**src/rtl/spi_chan_pkg.sv**
```systemverilog
package spi_chan_pkg;
   localparam int BUS_W      = 32;
   localparam int CFG_BITS   = 23;
   localparam logic [CFG_BITS-1:0] CFG_RESET = 23'h060000;
   localparam int WL_LSB     = 7;
   localparam int WL_W       = 5;
   localparam int MODE_LSB   = 12;
   localparam int DMA_TX_BIT = 14;
   localparam int DMA_RX_BIT = 15;
   localparam int TURBO_BIT  = 19;
   localparam int FORCE_BIT  = 20;
   localparam int ST_RXF     = 0;
   localparam int ST_TXE     = 1;
   localparam int ST_EOT     = 2;

   typedef enum logic [1:0] {
      XM_DUPLEX  = 2'd0,
      XM_RX_ONLY = 2'd1,
      XM_TX_ONLY = 2'd2,
      XM_RSVD    = 2'd3
   } xfer_mode_e;

   typedef struct packed {
      logic            tx_dma;
      logic            rx_dma;
      logic            turbo;
      logic            force_cs;
      xfer_mode_e      mode;
      logic [WL_W-1:0] wl;
   } chan_cfg_t;

   function automatic chan_cfg_t cfg_fields(input logic [CFG_BITS-1:0] r);
      chan_cfg_t c;
      c.tx_dma   = r[DMA_TX_BIT];
      c.rx_dma   = r[DMA_RX_BIT];
      c.turbo    = r[TURBO_BIT];
      c.force_cs = r[FORCE_BIT];
      c.mode     = xfer_mode_e'(r[MODE_LSB +: 2]);
      c.wl       = r[WL_LSB +: WL_W];
      return c;
   endfunction
endpackage

```
**src/rtl/spi_chan_cfg.sv**
```systemverilog
module spi_chan_cfg
   import spi_chan_pkg::*;
(
   input  logic                clk,
   input  logic                rst_n,
   input  logic                cfg_wr,
   input  logic [BUS_W-1:0]    cfg_wdata,
   input  logic                en_wr,
   input  logic                en_wdata,
   output logic [CFG_BITS-1:0] cfg_raw,
   output chan_cfg_t           cfg,
   output logic                en_q,
   output logic                en_rise
);
   initial begin
      assert (BUS_W >= CFG_BITS) else $error("config bus narrower than stored word");
   end

   always_ff @(posedge clk or negedge rst_n) begin
      if (!rst_n) begin
         cfg_raw <= CFG_RESET;
         en_q    <= 1'b0;
      end else begin
         if (cfg_wr) cfg_raw <= cfg_wdata[CFG_BITS-1:0];
         if (en_wr)  en_q    <= en_wdata;
      end
   end

   assign cfg     = cfg_fields(cfg_raw);
   assign en_rise = en_wr & en_wdata & ~en_q;
endmodule

```
**src/rtl/spi_chan_flags.sv**
```systemverilog
module spi_chan_flags
   import spi_chan_pkg::*;
#(
   parameter int DATA_W = 32
) (
   input  logic              clk,
   input  logic              rst_n,
   input  chan_cfg_t         cfg,
   input  logic              en_q,
   input  logic              en_rise,
   input  logic              tx_wr,
   input  logic [DATA_W-1:0] tx_wdata,
   input  logic              rx_rd,
   input  logic              busy,
   input  logic              xfer_done,
   input  logic              shifted,
   input  logic [DATA_W-1:0] rx_word,
   output logic [DATA_W-1:0] tx_hold,
   output logic [DATA_W-1:0] rx_hold,
   output logic [2:0]        status,
   output logic              start,
   output logic              tx_dma_req,
   output logic              rx_dma_req,
   output logic              irq_tx_p,
   output logic              irq_rx_p
);
   logic pend, rxf, txe, eot;
   logic rx_block, tx_block, gate, idle;

   assign rx_block = rxf && (cfg.mode != XM_TX_ONLY) && !cfg.turbo;
   assign tx_block = txe && (cfg.mode != XM_RX_ONLY);
   assign gate     = en_q && !rx_block && !tx_block;
   assign idle     = !busy && !xfer_done;
   assign start    = pend && idle && gate;

   always_ff @(posedge clk or negedge rst_n) begin
      if (!rst_n) begin
         pend     <= 1'b0;
         rxf      <= 1'b0;
         txe      <= 1'b1;
         eot      <= 1'b0;
         tx_hold  <= '0;
         rx_hold  <= '0;
         irq_tx_p <= 1'b0;
         irq_rx_p <= 1'b0;
      end else begin
         if (tx_wr || rx_rd || en_rise) pend <= 1'b1;
         else if (idle)                 pend <= 1'b0;
         if (start) eot <= 1'b0;
         if (xfer_done) begin
            eot <= 1'b1;
            txe <= 1'b1;
            if (cfg.mode != XM_TX_ONLY) rxf <= 1'b1;
            if (shifted) rx_hold <= rx_word;
         end
         if (tx_wr) begin
            tx_hold <= tx_wdata;
            txe     <= 1'b0;
         end
         if (rx_rd) rxf <= 1'b0;
         irq_tx_p <= xfer_done && (cfg.mode != XM_RX_ONLY);
         irq_rx_p <= xfer_done && (cfg.mode != XM_TX_ONLY) && !cfg.turbo;
      end
   end

   assign status     = {eot, txe, rxf};
   assign tx_dma_req = en_q && cfg.tx_dma && txe && (cfg.mode != XM_RX_ONLY);
   assign rx_dma_req = en_q && cfg.rx_dma && rxf && (cfg.mode != XM_TX_ONLY);

   assert_eot_after_done_R7: assert property (@(posedge clk) disable iff (!rst_n)
      xfer_done |=> (status[ST_EOT] && (status[ST_TXE] || $past(tx_wr))));
   assert_irq_pulse_R11: assert property (@(posedge clk) disable iff (!rst_n)
      irq_rx_p |=> !irq_rx_p);
endmodule

```
**src/rtl/spi_chan_shifter.sv**
```systemverilog
module spi_chan_shifter #(
   parameter int DATA_W   = 32,
   parameter int SCLK_DIV = 4,
   parameter int IDX_W    = $clog2(DATA_W)
) (
   input  logic              clk,
   input  logic              rst_n,
   input  logic              start,
   input  logic              skip,
   input  logic [IDX_W-1:0]  len_m1,
   input  logic [DATA_W-1:0] tx_word,
   input  logic              miso,
   output logic              busy,
   output logic              xfer_done,
   output logic              shifted,
   output logic [DATA_W-1:0] rx_word,
   output logic              sclk,
   output logic              mosi,
   output logic              cs_n
);
   localparam int PH_W = (SCLK_DIV > 2) ? $clog2(SCLK_DIV) : 1;
   localparam int HALF = SCLK_DIV / 2;
   localparam logic [PH_W-1:0] PH_RISE = PH_W'(HALF - 1);
   localparam logic [PH_W-1:0] PH_LAST = PH_W'(SCLK_DIV - 1);

   initial begin
      assert (SCLK_DIV >= 2 && SCLK_DIV % 2 == 0) else $error("SCLK_DIV must be even and at least 2");
      assert (DATA_W >= 32) else $error("DATA_W must hold a 32-bit word");
   end

   logic              run;
   logic [PH_W-1:0]   ph;
   logic [IDX_W-1:0]  bitn, len_q;
   logic [DATA_W-1:0] sh_tx;

   always_ff @(posedge clk or negedge rst_n) begin
      if (!rst_n) begin
         busy      <= 1'b0;
         run       <= 1'b0;
         xfer_done <= 1'b0;
         shifted   <= 1'b0;
         cs_n      <= 1'b1;
         ph        <= '0;
         bitn      <= '0;
         len_q     <= '0;
         sh_tx     <= '0;
         rx_word   <= '0;
      end else begin
         xfer_done <= 1'b0;
         if (start) begin
            busy    <= 1'b1;
            run     <= !skip;
            cs_n    <= skip;
            ph      <= '0;
            bitn    <= '0;
            len_q   <= len_m1;
            sh_tx   <= tx_word;
            rx_word <= '0;
         end else if (busy && !run) begin
            busy      <= 1'b0;
            xfer_done <= 1'b1;
            shifted   <= 1'b0;
         end else if (run) begin
            ph <= (ph == PH_LAST) ? '0 : ph + 1'b1;
            if (ph == PH_RISE) rx_word <= {rx_word[DATA_W-2:0], miso};
            if (ph == PH_LAST) begin
               if (bitn == len_q) begin
                  busy      <= 1'b0;
                  run       <= 1'b0;
                  cs_n      <= 1'b1;
                  xfer_done <= 1'b1;
                  shifted   <= 1'b1;
               end else begin
                  bitn  <= bitn + 1'b1;
                  sh_tx <= {sh_tx[DATA_W-2:0], 1'b0};
               end
            end
         end
      end
   end

   assign sclk = run && (ph > PH_RISE);
   assign mosi = run && sh_tx[len_q];

   assert_sclk_idle_R3: assert property (@(posedge clk) disable iff (!rst_n)
      cs_n |-> !sclk);
   assert_cs_word_R3: assert property (@(posedge clk) disable iff (!rst_n)
      $rose(cs_n) |-> xfer_done);
endmodule

```
**src/rtl/spi_chan_engine.sv**
```systemverilog
module spi_chan_engine
   import spi_chan_pkg::*;
#(
   parameter int DATA_W   = 32,
   parameter int SCLK_DIV = 4
) (
   input  logic              clk,
   input  logic              rst_n,
   input  logic              multi_mode,
   input  logic              cfg_wr,
   input  logic [31:0]       cfg_wdata,
   output logic [31:0]       cfg_rdata,
   input  logic              en_wr,
   input  logic              en_wdata,
   output logic              en_rdata,
   input  logic              tx_wr,
   input  logic [DATA_W-1:0] tx_wdata,
   input  logic              rx_rd,
   output logic [DATA_W-1:0] rx_rdata,
   output logic [2:0]        status,
   output logic              tx_dma_req,
   output logic              rx_dma_req,
   output logic              irq_tx_empty,
   output logic              irq_rx_full,
   output logic              spi_sclk,
   output logic              spi_mosi,
   input  logic              spi_miso,
   output logic              spi_cs_n
);
   localparam int IDX_W = $clog2(DATA_W);

   logic [CFG_BITS-1:0] cfg_raw;
   chan_cfg_t           cfg;
   logic                en_q, en_rise, start, busy, xfer_done, shifted;
   logic [DATA_W-1:0]   tx_hold, rx_word;
   logic [IDX_W-1:0]    len_m1;

   generate
      if (IDX_W > WL_W) begin : g_len_wide
         assign len_m1 = {{(IDX_W-WL_W){1'b0}}, cfg.wl};
      end else begin : g_len_exact
         assign len_m1 = cfg.wl;
      end
   endgenerate

   spi_chan_cfg u_cfg (
      .clk(clk), .rst_n(rst_n), .cfg_wr(cfg_wr), .cfg_wdata(cfg_wdata),
      .en_wr(en_wr), .en_wdata(en_wdata), .cfg_raw(cfg_raw), .cfg(cfg),
      .en_q(en_q), .en_rise(en_rise)
   );

   spi_chan_flags #(.DATA_W(DATA_W)) u_flags (
      .clk(clk), .rst_n(rst_n), .cfg(cfg), .en_q(en_q), .en_rise(en_rise),
      .tx_wr(tx_wr), .tx_wdata(tx_wdata), .rx_rd(rx_rd), .busy(busy),
      .xfer_done(xfer_done), .shifted(shifted), .rx_word(rx_word),
      .tx_hold(tx_hold), .rx_hold(rx_rdata), .status(status), .start(start),
      .tx_dma_req(tx_dma_req), .rx_dma_req(rx_dma_req),
      .irq_tx_p(irq_tx_empty), .irq_rx_p(irq_rx_full)
   );

   spi_chan_shifter #(.DATA_W(DATA_W), .SCLK_DIV(SCLK_DIV), .IDX_W(IDX_W)) u_shift (
      .clk(clk), .rst_n(rst_n), .start(start),
      .skip(!(multi_mode || cfg.force_cs)), .len_m1(len_m1),
      .tx_word(tx_hold), .miso(spi_miso), .busy(busy), .xfer_done(xfer_done),
      .shifted(shifted), .rx_word(rx_word), .sclk(spi_sclk), .mosi(spi_mosi),
      .cs_n(spi_cs_n)
   );

   assign cfg_rdata = {{(32-CFG_BITS){1'b0}}, cfg_raw};
   assign en_rdata  = en_q;

   assert_start_enabled_R4: assert property (@(posedge clk) disable iff (!rst_n)
      $fell(spi_cs_n) |-> $past(en_q));
   assert_dma_tx_R10: assert property (@(posedge clk) disable iff (!rst_n)
      tx_dma_req |-> (status[ST_TXE] && en_rdata));
   assert_dma_rx_R10: assert property (@(posedge clk) disable iff (!rst_n)
      rx_dma_req |-> (status[ST_RXF] && en_rdata));
endmodule

```
**config.mk**
```make
export PLATFORM = sky130hd
export DESIGN_NAME = spi_chan_engine
export DESIGN_NICKNAME = d
export VERILOG_FILES = /design/src/rtl/spi_chan_pkg.sv /design/src/rtl/spi_chan_cfg.sv /design/src/rtl/spi_chan_flags.sv /design/src/rtl/spi_chan_shifter.sv /design/src/rtl/spi_chan_engine.sv
export SDC_FILE = /design/constraint.sdc
export NUM_CORES = 1
export LEC_CHECK = 0
export CORE_MARGIN = 1
export CORE_UTILIZATION = 25
export CTS_CLUSTER_SIZE = 14
export DETAILED_ROUTE_END_ITERATION = 8
export DONT_BUFFER_PORTS = 1
export PLACE_DENSITY = 0.49
export SLEW_MARGIN = 0
export SYNTH_ARGS = -nofsm -noshare
export SYNTH_HDL_FRONTEND = slang
export SYNTH_SLANG_ARGS = --single-unit
```
**constraint.sdc**
```tcl
create_clock -name clk -period 4.25 [get_ports clk]
set_input_delay 0.425 -clock clk [delete_from_list [all_inputs] [get_ports clk]]
set_output_delay 0.425 -clock clk [all_outputs]
set_load 0.01 [all_outputs]
```
==> reports/summary.md <==
### Layout
• **fraction of layout cells with a size suffix above 1** 29.3%
• **count of fill cells added during filler insertion** 3,068
• **net total in the final layout** 668
• **synthesis-to-finish area growth** 12.0%
• **end-of-flow core utilization** 28.6%

### Placement
• **HPWL after detailed placement** 9670 microns
• **GP Congestion** 0.687
• **# port buffers** 0

### Global routing
• **number of global-route vias before repair** 4,443
• **Global Route Usage Sum** 10.9%
• **overall overflow remaining after global route** 0
• **antenna violations before repair** 2
• **largest net degree at the start of global routing** 176
• **global-route wire length before repair** 26,000 microns

### Detailed routing
• **Detailed Route WL** 15,900 microns
• **First-pass DRT Iterations** 6
• **overall via count from detail_route** 4,394
• **average wire length per cell after detail routing** 16.0 microns
• **DRC viols** 0
• **antenna violation net count after detailed routing** 0
• **drt first-iter violations** 237
• **via count normalized by instance count** 4.41

### Critical path
• **kind of start point of the critical path** register
• **critical path data arrival time** 2430 ps
• **R2R cell count** 6
• **endpoint kind of the worst setup timing path** primary output
• **data required time at the worst endpoint** 3830 ps
• **worst reg2reg setup slack** 1720 ps
• **Max Fanout on Critical Path** 10
• **crit path kind** reg2out
• **Worst R2R Start** u_shift.len_q[1]$_DFFE_PN0P_
• **Reg2Reg Capture Point** u_shift.sh_tx[11]$_DFFE_PN0P_

### Logic synthesis
• **number of synthesized flops with an enable pin** 0
• **Seq/Total Area, Yosys** 57.7%
• **Post-Syn Area per Cell** 12.5 sq um
• **cell with the most instances after synthesis** sky130_fd_sc_hd__dfrtp_1
• **Top FF cell, synth** sky130_fd_sc_hd__dfrtp_1
• **leading cell types by total area after synthesis** sky130_fd_sc_hd__dfrtp_1, sky130_fd_sc_hd__mux2_2, sky130_fd_sc_hd__mux2i_1
• **flops & latches, synth** 175
• **area leader, netlist** sky130_fd_sc_hd__dfrtp_1
• **Yosys warnings** 0
• **Cell variety after synth** 40
• **top-area cell type share of the netlist area** 56.3%
• **asr flop ratio synth** 100%
• **most used standard cells in the synthesized netlist** sky130_fd_sc_hd__dfrtp_1, sky130_fd_sc_hd__mux2_2, sky130_fd_sc_hd__nand2_1, sky130_fd_sc_hd__a21oi_1, sky130_fd_sc_hd__mux2i_1
• **instance count of the mapped netlist** 610
• **Syn Std Cell Area** 7600 sq um

### Floorplan
• **area of the core** 29,800 sq um
• **cell row count** 63
• **DIE WIDTH** 176 microns
• **starting density of the core** 25.5%
• **floorplan die area** 31,100 sq um
• **die height** 176 microns
• **num ports** 148

### Timing
• **Peak Freq** 351 MHz
• **Final Slew Violations** 0
• **share of the cycle needed by the critical path after routing** 67.1%
• **Setup TNS** 0 ps
• **final setup fails** 0
• **final worst hold slack** -314 ps
• **Slew headroom** 54.8%
• **Final Hold Fails** 175
• **final setup skew** 12.1 ps
• **actual transition at the worst max-transition pin** 673 ps
• **Final Critical Period** 2850 ps
• **RSZ-0062 raised after global routing** false

### Power and ir drop
• **Lkg Pwr** 0.00352 uW
• **power density over the cells** 607 nW/um^2
• **peak ir drop on the vdd network** 0.000352 V

### Clock network
• **count of hold buffers inserted by post-cts repair** 1
• **sink count of the clock tree** 175
• **CTS tree** built
• **number of buffers between clock root and the deepest sink** 2
• **Root Buffer Master** sky130_fd_sc_hd__clkbuf_16
• **cts repair resizes** 0
• **depth of the CTS H-tree** 4
• **total clock buffers created by CTS** 17
• **clock transition at the registers of the reported paths** 70 ps
• **buffers inserted during post-CTS setup optimization** 0
• **worst skew pair latency** 430 ps

### Worst hold path
• **Worst Hold Class** in2async

### Outcome
• **violated checks** hold timing
• **run status** complete, but fails checks

### Job
• **max capacitance violation total** 0

-- state kept, by name (all words and copies together), names as in the netlist, 2 cells and up --
name	cells
u_flags.rx_hold	32
u_flags.tx_hold	32
u_shift.rx_word	32
u_shift.sh_tx	32
u_cfg.cfg_raw	23
u_shift.bitn	5
u_shift.len_q	5
u_shift.ph	2
-- worst max path at each step --
| stage | startpoint | end | slack [ps] |
|---|---|---|---|
| finish | u_shift.len_q[0]$_DFFE_PN0P_ | spi_mosi | 1400 |
| detailed placement | u_shift.len_q[1]$_DFFE_PN0P_ | u_shift.sh_tx[9]$_DFFE_PN0P_ | 1660 |
| CTS | u_shift.len_q[0]$_DFFE_PN0P_ | spi_mosi | 1310 |
| global route | u_shift.len_q[0]$_DFFE_PN0P_ | spi_mosi | 1260 |
| floorplan | u_shift.len_q[0]$_DFFE_PN0P_ | spi_mosi | 2290 |
| global placement | u_shift.len_q[1]$_DFFE_PN0P_ | u_shift.sh_tx[11]$_DFFE_PN0P_ | 1710 |
-- report_power, final --
part	internal (uW)	leakage (uW)	switching, uW
Clock	913	0.000301	713
Combinational	571	0.00105	677
Sequential	1950	0.00217	342
-- metal layers --
layer | global-route usage, % | vias to the layer above | part of all wire [%]
met4 | 3.77 | 0 | 1.3
met2 | 16.6 | 97 | 46
li1 | - | 2072 | -
met1 | 14.2 | 2210 | 47
met3 | 4.05 | 15 | 6.0
met5 | 0 | - | 0
-- critical path, cell delays in order, from the launching register on --
cell	delay, ps
sky130_fd_sc_hd__dfrtp_1	750
sky130_fd_sc_hd__mux4_2	580
sky130_fd_sc_hd__mux2_2	300
sky130_fd_sc_hd__o311a_1	370
-- cell usage in the layout (no fill, tap or decap), types with 2 or more instances in the layout --
cell	n
sky130_fd_sc_hd__a211oi_1	4
sky130_fd_sc_hd__mux2i_1	36
sky130_fd_sc_hd__clkbuf_16	17
sky130_fd_sc_hd__a21oi_1	36
sky130_fd_sc_hd__dfrtp_1	171
sky130_fd_sc_hd__nor3_1	33
sky130_fd_sc_hd__xor2_1	4
sky130_fd_sc_hd__and2_1	2
sky130_fd_sc_hd__mux2_2	93
sky130_fd_sc_hd__conb_1	9
sky130_fd_sc_hd__xnor2_1	4
sky130_fd_sc_hd__nor2_1	15
sky130_fd_sc_hd__buf_4	4
sky130_fd_sc_hd__o21ai_0	6
sky130_fd_sc_hd__inv_1	7
sky130_fd_sc_hd__bufinv_16	2
sky130_fd_sc_hd__inv_6	5
sky130_fd_sc_hd__diode_2	2
sky130_fd_sc_hd__clkinv_2	2
sky130_fd_sc_hd__ha_1	3
sky130_fd_sc_hd__a21oi_2	30
sky130_fd_sc_hd__nand2_1	79
sky130_fd_sc_hd__clkbuf_8	2
sky130_fd_sc_hd__nand2b_1	3
sky130_fd_sc_hd__mux4_2	7
sky130_fd_sc_hd__clkinv_4	3
sky130_fd_sc_hd__nand3_1	4
sky130_fd_sc_hd__o21bai_1	3
sky130_fd_sc_hd__dfstp_2	4
-- area by class of cell --
cell class	count	area (sq um)	share of cell area, %
Inverter	7	26.3	0.309
Tap cell	390	488	5.73
Clock inverter	13	151	1.78
Sequential cell	175	4380	51.5
Clock buffer	19	453	5.32
Multi-Input combinational cell	385	2940	34.6
Antenna cell	2	5.00	0.0588
Timing Repair Buffer	6	60.1	0.706
-- logic make-up after synthesis --
family / after synthesis / synth area share (%)
other cells: 1 / 0.0494
fa+ha+maj: 3 / 0.494
xor+xnor: 9 / 1.14
buf+inv: 58 / 4.05
simple gates: 141 / 8.09
flops: 175 / 57.7
mux: 136 / 20.6
compound gates: 87 / 7.89
-- per-stage QoR --
stage	worst slack, ps	power [uW]	instance area (sq um)	hold slack (ps)	std cells
5_1_grt	1260	5500	8510	-343	995
2_1_floorplan	2290	3360	7630	129	618
3_3_place_gp	1710	3590	7890	135	962
3_5_place_dp	1660	3610	7890	135	962
6_report	1400	5170	8510	-314	997
4_1_cts	1310	5270	8510	-343	995
Note: power is estimated with default switching activity, not from simulation.
